$ cat config.mk
export PLATFORM = sky130hd
export DESIGN_NAME = psfb_gate_gen
export DESIGN_NICKNAME = d
export VERILOG_FILES = /design/src/rtl/psfb_pkg.sv /design/src/rtl/psfb_carrier.sv /design/src/rtl/psfb_edge_toggle.sv /design/src/rtl/psfb_arm_fsm.sv /design/src/rtl/psfb_gate_gen.sv
export SDC_FILE = /design/constraint.sdc
export NUM_CORES = 1
export LEC_CHECK = 0
export BUFFER_PORTS_ARGS = -buffer_cell sky130_fd_sc_hd__clkbuf_2
export CORE_MARGIN = 8
export CORE_UTILIZATION = 35
export DETAILED_ROUTE_END_ITERATION = 8
export PLACE_DENSITY = 0.53
export SLEW_MARGIN = 25
export SYNTH_ARGS = -nofsm -noshare
export SYNTH_HDL_FRONTEND = slang
export SYNTH_SLANG_ARGS = --single-unit
$ cat constraint.sdc
create_clock -name clk -period 2.3 [get_ports clk]
set_input_delay 0.115 -clock clk [delete_from_list [all_inputs] [get_ports clk]]
set_output_delay 0.115 -clock clk [all_outputs]
set_load 0.02 [all_outputs]
$ cat src/rtl/psfb_pkg.sv
package psfb_pkg;
    localparam int NUM_ARMS = 2;

    typedef enum logic [1:0] {
        ARM_IDLE = 2'd0,
        ARM_HIGH = 2'd1,
        ARM_LOW  = 2'd2,
        ARM_DEAD = 2'd3
    } arm_state_t;
endpackage

$ cat src/rtl/psfb_carrier.sv
// Sawtooth carrier with settings captured at the wrap.
module psfb_carrier
    import psfb_pkg::*;
#(
    parameter int CNT_W = 16,
    parameter int DT_W  = 8
) (
    input  logic                           clk,
    input  logic                           rst_n,
    input  logic [CNT_W-1:0]               period_i,
    input  logic [NUM_ARMS-1:0][CNT_W-1:0] thr_i,
    input  logic [DT_W-1:0]                dead_i,
    output logic [CNT_W-1:0]               cnt_o,
    output logic [CNT_W-1:0]               period_o,
    output logic [NUM_ARMS-1:0][CNT_W-1:0] thr_o,
    output logic [DT_W-1:0]                dead_o
);
    logic wrap;

    assign wrap = (cnt_o == period_o);

    always_ff @(posedge clk or negedge rst_n) begin
        if (!rst_n) begin
            cnt_o    <= '0;
            period_o <= '0;
            thr_o    <= '0;
            dead_o   <= '0;
        end else if (wrap) begin
            cnt_o    <= '0;
            period_o <= period_i;
            thr_o    <= thr_i;
            dead_o   <= dead_i;
        end else begin
            cnt_o <= cnt_o + 1'b1;
        end
    end
endmodule

$ cat src/rtl/psfb_edge_toggle.sv
// Comparator, rising-edge detect and divide-by-two flip-flop for one arm.
module psfb_edge_toggle #(
    parameter int CNT_W = 16
) (
    input  logic             clk,
    input  logic             rst_n,
    input  logic [CNT_W-1:0] cnt_i,
    input  logic [CNT_W-1:0] thr_i,
    output logic             tog_o
);
    logic cmp_now;
    logic cmp_q;

    assign cmp_now = (cnt_i > thr_i);

    always_ff @(posedge clk or negedge rst_n) begin
        if (!rst_n) begin
            cmp_q <= 1'b0;
            tog_o <= 1'b0;
        end else begin
            cmp_q <= cmp_now;
            if (cmp_now && !cmp_q) begin
                tog_o <= ~tog_o;
            end
        end
    end
endmodule

$ cat src/rtl/psfb_arm_fsm.sv
// Complementary gate pair with dead-time insertion.
module psfb_arm_fsm
    import psfb_pkg::*;
#(
    parameter int DT_W = 8
) (
    input  logic            clk,
    input  logic            rst_n,
    input  logic            cmd_i,
    input  logic [DT_W-1:0] dead_i,
    output logic            hi_o,
    output logic            lo_o
);
    arm_state_t      state, state_nx;
    logic [DT_W-1:0] dt_cnt;
    logic [DT_W:0]   dt_next;
    logic            dead_zero;

    assign dt_next   = {1'b0, dt_cnt} + {{DT_W{1'b0}}, 1'b1};
    assign dead_zero = (dead_i == '0);

    always_comb begin
        state_nx = state;
        unique case (state)
            ARM_IDLE: state_nx = ARM_DEAD;
            ARM_HIGH: if (!cmd_i) state_nx = dead_zero ? ARM_LOW : ARM_DEAD;
            ARM_LOW:  if (cmd_i)  state_nx = dead_zero ? ARM_HIGH : ARM_DEAD;
            ARM_DEAD: if (dt_next >= {1'b0, dead_i})
                          state_nx = cmd_i ? ARM_HIGH : ARM_LOW;
            default:  state_nx = ARM_IDLE;
        endcase
    end

    always_ff @(posedge clk or negedge rst_n) begin
        if (!rst_n) begin
            state  <= ARM_IDLE;
            dt_cnt <= '0;
        end else begin
            state <= state_nx;
            if (state != ARM_DEAD) begin
                dt_cnt <= '0;
            end else begin
                dt_cnt <= dt_next[DT_W-1:0];
            end
        end
    end

    always_comb begin
        hi_o = 1'b0;
        lo_o = 1'b0;
        unique case (state)
            ARM_HIGH: hi_o = 1'b1;
            ARM_LOW:  lo_o = 1'b1;
            default: begin
                hi_o = 1'b0;
                lo_o = 1'b0;
            end
        endcase
    end
endmodule

$ cat src/rtl/psfb_gate_gen.sv
// Top: carrier, two edge toggles, two arm state machines.
module psfb_gate_gen
    import psfb_pkg::*;
#(
    parameter int CNT_W = 16,
    parameter int DT_W  = 8
) (
    input  logic             clk,
    input  logic             rst_n,
    input  logic [CNT_W-1:0] period_i,
    input  logic [CNT_W-1:0] thr_lead_i,
    input  logic [CNT_W-1:0] thr_lag_i,
    input  logic [DT_W-1:0]  dead_i,
    output logic             gate_s1_o,
    output logic             gate_s2_o,
    output logic             gate_s3_o,
    output logic             gate_s4_o
);
    logic [CNT_W-1:0]               carrier_cnt;
    logic [CNT_W-1:0]               period_q;
    logic [NUM_ARMS-1:0][CNT_W-1:0] thr_in;
    logic [NUM_ARMS-1:0][CNT_W-1:0] thr_q;
    logic [DT_W-1:0]                dead_q;
    logic [NUM_ARMS-1:0]            arm_cmd;
    logic [NUM_ARMS-1:0]            arm_hi;
    logic [NUM_ARMS-1:0]            arm_lo;

    assign thr_in[0] = thr_lead_i;
    assign thr_in[1] = thr_lag_i;

    psfb_carrier #(.CNT_W(CNT_W), .DT_W(DT_W)) u_carrier (
        .clk      (clk),
        .rst_n    (rst_n),
        .period_i (period_i),
        .thr_i    (thr_in),
        .dead_i   (dead_i),
        .cnt_o    (carrier_cnt),
        .period_o (period_q),
        .thr_o    (thr_q),
        .dead_o   (dead_q)
    );

    for (genvar g = 0; g < NUM_ARMS; g++) begin : g_arm
        psfb_edge_toggle #(.CNT_W(CNT_W)) u_tog (
            .clk   (clk),
            .rst_n (rst_n),
            .cnt_i (carrier_cnt),
            .thr_i (thr_q[g]),
            .tog_o (arm_cmd[g])
        );

        psfb_arm_fsm #(.DT_W(DT_W)) u_fsm (
            .clk    (clk),
            .rst_n  (rst_n),
            .cmd_i  (arm_cmd[g]),
            .dead_i (dead_q),
            .hi_o   (arm_hi[g]),
            .lo_o   (arm_lo[g])
        );
    end

    assign gate_s1_o = arm_hi[0];
    assign gate_s2_o = arm_lo[0];
    assign gate_s4_o = arm_hi[1];
    assign gate_s3_o = arm_lo[1];
endmodule

## After elaboration in Yosys (flattened, before gate mapping)

Index checks and enable logic that the tools add are counted.

- Bitwise operators: 2
- Magnitude comparators: 4
- Eq/ne operators: 15
- Reduce and logical (&&, ||, !) cells: 9
- Muxes and demuxes: 19
- Add/sub/neg operators: 3

Operator list:

| cell | count |
|---|---|
| 16-bit > comparator | 2 |
| 8-bit by 1-bit adder with 9-bit output (second input constant) | 2 |
| 9-bit by 8-bit >= comparator with 1-bit output | 2 |
| 2-bit two-way mux | 9 |
| 16-bit by 1-bit adder with 16-bit output (second input constant) | 1 |
| 16-bit == test | 1 |
| 16-bit two-way mux | 1 |
| 8-bit two-way mux | 2 |
| 2-bit one-hot mux with 4 select lines | 2 |
| 2-bit inequality test (second input constant) | 6 |
| 2-bit == test (second input constant) | 4 |
| 8-bit logical NOT | 1 |
| 3-bit AND reduction | 2 |
| 1-bit two-way mux | 5 |
| 2-bit by 1-bit == test with 1-bit output (second input constant) | 2 |
| 2-bit logical NOT | 2 |
| 2-bit by 1-bit inequality test with 1-bit output (second input constant) | 2 |
| 1-bit logical AND | 2 |
| 1-bit logical NOT | 2 |
| 1-bit NOT | 2 |

- Register bits after elaboration: 96
- Word-level logic and storage cells: 65

## Logic depth before layout (Yosys ltp)

Gate-level depths: netlist (run 1).

- Depth in word-level cells: 4
- Mapped depth: 10
- Mapped depth without buffers: 10

## Hierarchy

Synthesis (run 1) repeated with hierarchy kept, for this count alone.

- Cell total of the unflattened synthesis: 472
- Area, all modules: 5300.1 um^2

Modules (own cells, without submodules):

| module | area an instance (um^2) | seq. area each (um^2) | cells each | times used |
|---|---|---|---|---|
| psfb_carrier | 2997.9 | 1801.7 | 210 | 1 |
| psfb_arm_fsm | 659.4 | 250.2 | 70 | 2 |
| psfb_edge_toggle | 491.7 | 50.0 | 61 | 2 |

## Worst setup path after synthesis (run 1)

Ideal clock, no wire load.

- Path type: reg2reg
- Start: register g_arm[0].u_fsm.dt_cnt[3]
- End: register g_arm[0].u_fsm.state[1]
- Stages on the path, launching flop included: 11
- Buffers on the path: 0
- Period minus slack after synthesis: 2.198 ns
- Path slack: 0.102 ns
- Required time: 2.237 ns
- Library setup time: 0.063 ns
- Arrival time: 2.136 ns
- Cells stage by stage: dfrtp_1 and3_1 and3_1 nand3_1 xnor2_1 ha_1 and4_1 a2111oi_0 o21ai_0 a31oi_1 or3b_2

- Longest elaborated chain between the ends: 4

RTL lines:

| item | RTL line | text |
|---|---|---|
| start: declaration | psfb_arm_fsm.sv:15 | `logic [DT_W-1:0] dt_cnt;` |
| start signal: assignment | psfb_arm_fsm.sv:43 | `dt_cnt <= dt_next[DT_W-1:0];` |
| 8-bit by 1-bit adder with 9-bit output | psfb_arm_fsm.sv:19 | `assign dt_next = {1'b0, dt_cnt} + {{DT_W{1'b0}}, 1'b1};` |
| 9-bit by 8-bit >= comparator with 1-bit output | psfb_arm_fsm.sv:28 | `ARM_DEAD: if (dt_next >= {1'b0, dead_i})` |
| 2-bit by 1-bit inequality test with 1-bit output (no source line) | -- |  |
| 3-bit AND reduction (no source line) | -- |  |
| end signal: assignment | psfb_arm_fsm.sv:39 | `state <= state_nx;` |
| end: declaration | psfb_arm_fsm.sv:14 | `arm_state_t state, state_nx;` |

No other way between the ends.
A chain may end at the register's enable or synchronous reset.

## Worst setup path in the final report (run 1)

- Start: register g_arm[0].u_fsm.dt_cnt[4]
- End: register g_arm[0].u_fsm.state[1]

The elaborated chain is that of the path after synthesis.

==> metrics.md, run 1 <==
| Metric | Value |
|---|---|
| TritonCTS Sinks | 96 |
| Die ar. | 18710 um2 |
| Crit-path cells | and3_4, and3_4, nand3_4, xnor2_2, ha_1, and4_4, a2111oi_4, o21ai_1, a31oi_1, or3b_4 |
| # IOs | 62 |
| Final WL | 12410 um |
| Post-DRT Antenna Nets | 0 |
| Peak VDD IR | 0.0003592 V |
| Worst Setup Start Kind | flip-flop |
| R2r worst-path depth | 10 |
| Initial core utilization | 35.54% |
| Post-layout util | 47.24% |
| Sequential share of the synthesized area | 47.05% |
| Final hold violation count | 0 |
| CTS root buf | clkbuf_16 |
| Static Leak | 3.277 nW |
| CTS Buf Count | 9 |
| Final net count | 748 |
| CP peak stage delay | 390 ps |
| Clock Skew | 9.775 ps |
| Slew @ Worst Pin | 693.6 ps |
| Worst hold path type | in2async |
| FF+latch count, synth | 96 |
| Worst reg2reg setup slack | -6 ps |
| Total number of vias | 3993 |
| Core Region | 14370 um2 |
| Setup crit end | g_arm[0].u_fsm.state[1] |
| First-pass GRT wire length | 20580 um |
| Chip width | 136.8 um |
| CTS H-tree lvls | 3 |
| Tmin final | 2306 ps |
| Post-synthesis net count | 606 |
| Latest clock arrival within the worst-skew pair | 350 ps |
| Setup crit end kind | flip-flop |
| N_diodes | 0 |
| Cell repeated most along the worst path | and3_4 |
| Worst path depth | 10 |
| CP max-delay cell | or3b_4 |
| Initial DRC Count | 119 |
| Violated checks | negative setup slack |
| CTS tree | yes |
| Worst r2r src | g_arm[0].u_fsm.dt_cnt[4] |
| CP Launch Point | g_arm[0].u_fsm.dt_cnt[4] |
| WS Path Type | reg2reg |
| Share of layout cells above drive strength 1 | 21.12% |
| Setup Viol. Count Final | 1 |
| Layout area overhead | 32.93% |
| Post-route DRC | 0 |
| Yosys Warn Count | 0 |
| Largest net degree at the start of global routing | 53 |
| Avg Cell Area, Syn | 10.27 um2 |
| Overflow after GRT | 0 |
| Detail Placement HPWL | 8883 um |
| Crit path max-delay family | simple AND/OR/NAND/NOR gates |
| Initial antenna violation count | 0 |
| Via/cell ratio | 4.822 |
| WL/cell | 14.98 um |
| Worst R2R End | g_arm[0].u_fsm.state[1] |
| Syn Inst Count | 497 |
| WP buf/inv | 0 |
| PwrDens | 692.0 nW/um2 |
| Clk slew on worst S/H paths | 70 ps |
| Max clock buf depth | 2 |
| Final worst-path cycle share | 100.2% |
| Vias in the first global route | 4219 |
| Most common cell after layout, fill and taps aside | dfrtp_1 |
| Max-Cap Viols | 0 |
| Most frequent cells in the layout | 96 x dfrtp_1, 60 x clkbuf_2, 57 x dlygate4sd3_1 |
| Fmax achieved | 0.4337 GHz |
| Chip height | 136.8 um |
| Max FO, Critical Path | 2 |
| Worst hold margin | 345.2 ps |
| Max-slew violation count | 0 |
| Total global-route track usage | 13.95% |
| Worst Path Arrival | 2530 ps |
| Worst setup margin | -5.556 ps |
| Yosys cell types | 33 |
| Core Rows | 44 |
| RSZ-0062 raised after global routing | yes |
| Data required time of the worst path | 2530 ps |
| Routability cong. | 0.7855 |
| DR pass1 iterations | 5 |
| Max_slew headroom | 53.76% |
| Port bufs | 61 |
| Synthesized area | 5106 um2 |
| Status | finished, violations left |
## worst register-to-register path: cells and delay by family, from the launching register on
kind / cells / cell delay (ps)
AND/OR/NAND/NOR: 5 / 1110
flip-flops: 1 / 370
adder cells (fa/ha/maj): 1 / 330
XOR/XNOR: 1 / 160
AO/OA/AOI/OAI: 3 / 220
## power breakdown
part,leakage [nW],switching (mW),internal (mW)
clock network,0.159,0.664,0.986
registers,1.18,0.154,1.84
logic,1.94,0.509,0.549
## flip-flops by register name (all words and copies together), names as in the netlist
name                count
g_arm.u_fsm.state       4
g_arm.u_fsm.dt_cnt     16
u_carrier.dead_o        8
g_arm.u_tog.tog_o       2
u_carrier.thr_o        32
g_arm.u_tog.cmp_q       2
u_carrier.cnt_o        16
u_carrier.period_o     16
## through the flow
| stage | total power, mW | setup TNS (ps) | setup slack, ps | area (um2) | cells |
|---|---|---|---|---|---|
| after global placement | 2.878 | -16.12 | -13.69 | 5717 | 744 |
| after floorplan | 2.548 | 0 | 101.6 | 5106 | 497 |
| after CTS | 4.680 | 0 | 18.48 | 6671 | 820 |
| after global routing | 4.983 | -204.0 | -111.9 | 6788 | 828 |
| final | 4.697 | -5.556 | -5.556 | 6788 | 828 |
| after detailed placement | 2.905 | -209.3 | -109.8 | 5717 | 744 |
## synthesized netlist by cell type (all sizes together)
| cell | count | share of area (%) |
|---|---|---|
| a21oi | 19 | 1.9 |
| xor2 | 14 | 2.4 |
| nand2 | 47 | 3.5 |
| nor3 | 2 | 0.20 |
| a211oi | 2 | 0.29 |
| nor2b | 20 | 2.5 |
| nand2b | 2 | 0.24 |
| a2111oi | 2 | 0.34 |
| xnor2 | 28 | 4.8 |
| and4 | 5 | 0.86 |
| or4 | 4 | 0.59 |
| a31oi | 1 | 0.12 |
| a21o | 9 | 1.3 |
| or2 | 4 | 0.49 |
| nor2 | 21 | 1.5 |
| or3 | 3 | 0.37 |
| nor4 | 3 | 0.66 |
| and3 | 12 | 1.5 |
| ha | 51 | 12 |
| dfrtp | 96 | 47 |
| a211o | 1 | 0.17 |
| o21ai | 42 | 4.1 |
| nand4 | 12 | 1.5 |
| clkbuf | 8 | 0.59 |
| nand3 | 21 | 2.1 |
| or3b | 1 | 0.17 |
| inv | 38 | 2.8 |
| mux2 | 19 | 4.2 |
| o211ai | 7 | 1.0 |
| buf | 3 | 0.39 |
## timing repair
action	CTS	global route
setup endpoints to repair	3	4
pin swaps	3	8
hold buffers	57	0
endpoints found under the hold margin	106	0
buffers inserted	3	8
resized for setup	9	9
## cells by family (layout without fill, tap and decap cells)
kind of cell / Yosys count / after routing / synth area share [%]
DFF: 96 / 96 / 47.05
and+or+nand+nor: 157 / 157 / 16.03
AOI/OAI and AO/OA: 83 / 83 / 9.262
muxes: 19 / 19 / 4.190
buffers and inverters: 49 / 196 / 3.773
adders and majority gates: 51 / 51 / 12.50
xor gates and xnor gates: 42 / 42 / 7.204
## worst min path at each step
stage,from,end,slack [ps]
2_1_floorplan,rst_n,g_arm[0].u_fsm.dt_cnt[0],-180
3_3_place_gp,rst_n,g_arm[0].u_fsm.dt_cnt[6],200
3_5_place_dp,rst_n,g_arm[0].u_fsm.dt_cnt[6],210
4_1_cts,rst_n,g_arm[0].u_fsm.dt_cnt[6],380
5_1_grt,rst_n,g_arm[0].u_fsm.dt_cnt[6],430
6_report,rst_n,g_arm[0].u_fsm.dt_cnt[6],350
## area by class of cell
type,instances,area (um2)
Fill cell,1350,7581
Multi-Input combinational cell,352,2596
Sequential cell,96,2402
Timing Repair Buffer,142,1087
Clock buffer,10,239.0
Tap cell,184,230.2
Inverter,38,142.6
Clock inverter,6,90.09
## layer usage
| metal | global-route usage (%) | wire (um) |
|---|---|---|
| met3 | 3.231 | 448 |
| met5 | 0 | 0 |
| met4 | 4.406 | 166 |
| met1 | 17.53 | 5783 |
| met2 | 23.24 | 6008 |
No activity file was read; power rests on OpenSTA's default activity.
==> run 2: changes to the inputs <==
- RECOVER_POWER: unset -> 50
==> run 2 against run 1 <==
Net effect: clock power about the same; clock skew is essentially flat; register-to-register slack about the same; the flow still finishes with violations (negative setup slack); setup slack about the same; worst hold slack gained 160 ps; design area decreased by 0.26%; global-route usage unchanged; sequential share of layout area grew 0.092 points; maximum frequency about the same; count of clock-buffer cells in the layout unchanged.
==> metrics.md, run 2 (synthesized netlist as in run 1, its figures left out) <==
| Metric | Value |
|---|---|
| Status | finished, violations left |
| Violated checks | negative setup slack |
| Total number of vias | 3986 (-0.18%) |
| Setup Viol. Count Final | 1 (unchanged) |
| Chip width | 136.8 um (unchanged) |
| Final hold violation count | 0 (unchanged) |
| Max clock buf depth | 2 (unchanged) |
| Final net count | 748 (unchanged) |
| Detail Placement HPWL | 8883 um (unchanged) |
| Worst Path Arrival | 2600 ps (+70 ps) |
| CTS H-tree lvls | 3 (unchanged) |
| CP max-delay cell | dfrtp_1 |
| Sequential power share | 42.4% (about the same) |
| Chip height | 136.8 um (unchanged) |
| Die ar. | 18710 um2 (unchanged) |
| Max-Cap Viols | 0 (unchanged) |
| Core Region | 14370 um2 (unchanged) |
| Latest clock arrival within the worst-skew pair | 350 ps (about the same) |
| Crit path max-delay family | compound AO/OA/AOI/OAI gates |
| Cell repeated most along the worst path | ha_1 |
| Via/cell ratio | 4.814 (-0.18%) |
| Post-DRT Antenna Nets | 0 (unchanged) |
| Clk slew on worst S/H paths | 70 ps (about the same) |
| WP buf/inv | 0 (unchanged) |
| CP peak stage delay | 410 ps (+20 ps) |
| Crit-path cells | ha_1, nand3_2, xnor2_2, ha_1, a21o_1, a2111oi_4, o21ai_1, a31oi_1, or3b_4 |
| Pint | 3.366 mW (-0.12%) |
| Max FO, Critical Path | 5 (+3) |
| Setup crit end kind | flip-flop |
| DR pass1 iterations | 4 (-1) |
| Initial DRC Count | 118 (-0.84%) |
| Routability cong. | 0.7855 (unchanged) |
| Worst R2R End | g_arm[0].u_fsm.state[1] |
| Data required time of the worst path | 2590 ps (+60 ps) |
| Share of layout cells above drive strength 1 | 21.12% (unchanged) |
| Port bufs | 61 (unchanged) |
| Slew @ Worst Pin | 1318 ps (+624.1 ps) |
| # IOs | 62 (unchanged) |
| Net Switching | 1.325 mW (-0.14%) |
| Gate power share | 22.4% (about the same) |
| TritonCTS Sinks | 96 (unchanged) |
| Reg with most FFs | u_carrier.thr_o |
| Post-route DRC | 0 (unchanged) |
| WL/cell | 14.98 um (about the same) |
| N_diodes | 0 (unchanged) |
| Clock Power Share | 35.2% (about the same) |
| Net Sw Frac | 28.25% (about the same) |
| Final WL | 12400 um (about the same) |
| Worst r2r src | g_arm[0].u_fsm.dt_cnt[0] |
| Initial core utilization | 35.54% (unchanged) |
| Most frequent cells in the layout | 96 x dfrtp_1, 62 x clkbuf_2, 57 x dlygate4sd3_1 |
| Worst reg2reg setup slack | -6 ps (about the same) |
| PwrDens | 692.9 nW/um2 (+0.13%) |
| CTS tree | yes |
| RSZ-0062 raised after global routing | yes |
| Worst hold path type | reg2reg |
| Worst setup margin | -5.904 ps (-0.3477 ps) |
| CTS root buf | clkbuf_16 |
| Clock Skew | 9.720 ps (-0.05487 ps) |
| Total global-route track usage | 13.95% (unchanged) |
| Peak VDD IR | 0.0003592 V (about the same) |
| Setup crit end | g_arm[0].u_fsm.state[1] |
| Fmax achieved | 0.4337 GHz (about the same) |
| First-pass GRT wire length | 20580 um (unchanged) |
| Tmin final | 2306 ps (+0.3477 ps) |
| Design Power | 4.691 mW (-0.13%) |
| Final worst-path cycle share | 100.3% (about the same) |
| R2r worst-path depth | 9 (-1) |
| Max_slew headroom | 12.15% (-42 points) |
| Initial antenna violation count | 0 (unchanged) |
| CP Launch Point | g_arm[0].u_fsm.dt_cnt[0] |
| Number of flip-flops in the largest register | 32 (unchanged) |
| Overflow after GRT | 0 (unchanged) |
| Largest net degree at the start of global routing | 53 (unchanged) |
| Max-slew violation count | 0 (unchanged) |
| WS Path Type | reg2reg |
| Static Leak | 3.270 nW (-0.22%) |
| Post-layout util | 47.12% (-0.12 points) |
| CTS Buf Count | 9 (unchanged) |
| Core Rows | 44 (unchanged) |
| Worst Setup Start Kind | flip-flop |
| Worst path depth | 9 (-1) |
| Vias in the first global route | 4219 (unchanged) |
| Most common cell after layout, fill and taps aside | dfrtp_1 |
| Layout area overhead | 32.59% |
-- run 2: worst min path at each step --
stage / startpoint / to / slack (ps) / cells past startpoint
global route: g_arm[1].u_fsm.dt_cnt[0] / g_arm[1].u_fsm.dt_cnt[0] / 520 / 1
global placement: rst_n / g_arm[0].u_fsm.dt_cnt[6] / 200 / 1
CTS: rst_n / g_arm[0].u_fsm.dt_cnt[6] / 380 / 2
floorplan: rst_n / g_arm[0].u_fsm.dt_cnt[0] / -180 / 0
detailed placement: rst_n / g_arm[0].u_fsm.dt_cnt[6] / 210 / 1
finish: g_arm[1].u_fsm.dt_cnt[0] / g_arm[1].u_fsm.dt_cnt[0] / 500 / 1
-- run 2: layout make-up --
class                           count  area, um2
Timing Repair Buffer              142       1070
Tap cell                          184      230.2
Inverter                           38      142.6
Fill cell                        1354       7599
Sequential cell                    96       2402
Multi-Input combinational cell    352       2596
Clock inverter                      6      90.09
Clock buffer                       10      239.0
-- run 2: what timing repair did --
action / CTS / global route
resized for setup: 9 / 9
setup endpoints to repair: 3 / 4
pin swaps: 3 / 8
buffers inserted: 3 / 8
hold buffers: 57 / 0
hold endpoints to repair: 106 / 0
-- run 2: stage by stage --
stage	setup TNS, ps	instances	hold WS, ps	setup WS [ps]	area, um2
2_1_floorplan	0	497	-180.6	101.6	5106
3_3_place_gp	-16.12	744	201.2	-13.69	5717
3_5_place_dp	-209.3	744	211.3	-109.8	5717
4_1_cts	0	820	379.9	18.48	6671
5_1_grt	-204.0	828	520.4	-111.9	6770
6_report	-5.904	828	501.3	-5.904	6770
-- run 2: routing by layer --
layer  global-route usage [%]  up-vias  part of all wire, %
met5                        0        -                    0
met4                    4.406        0                  1.3
met3                    3.231       16                  3.5
met2                    23.24       61                   48
met1                    17.53     1905                   47
li1                         -     2004                    -
-- run 2: power groups by stage --
stage	logic (mW)	registers (mW)	clock network, mW
floorplan	0.562	1.99	0
global placement	0.862	2.02	0
detailed placement	0.882	2.02	0
CTS	0.987	1.99	1.70
global route	1.19	2.01	1.78
finish	1.05	1.99	1.65
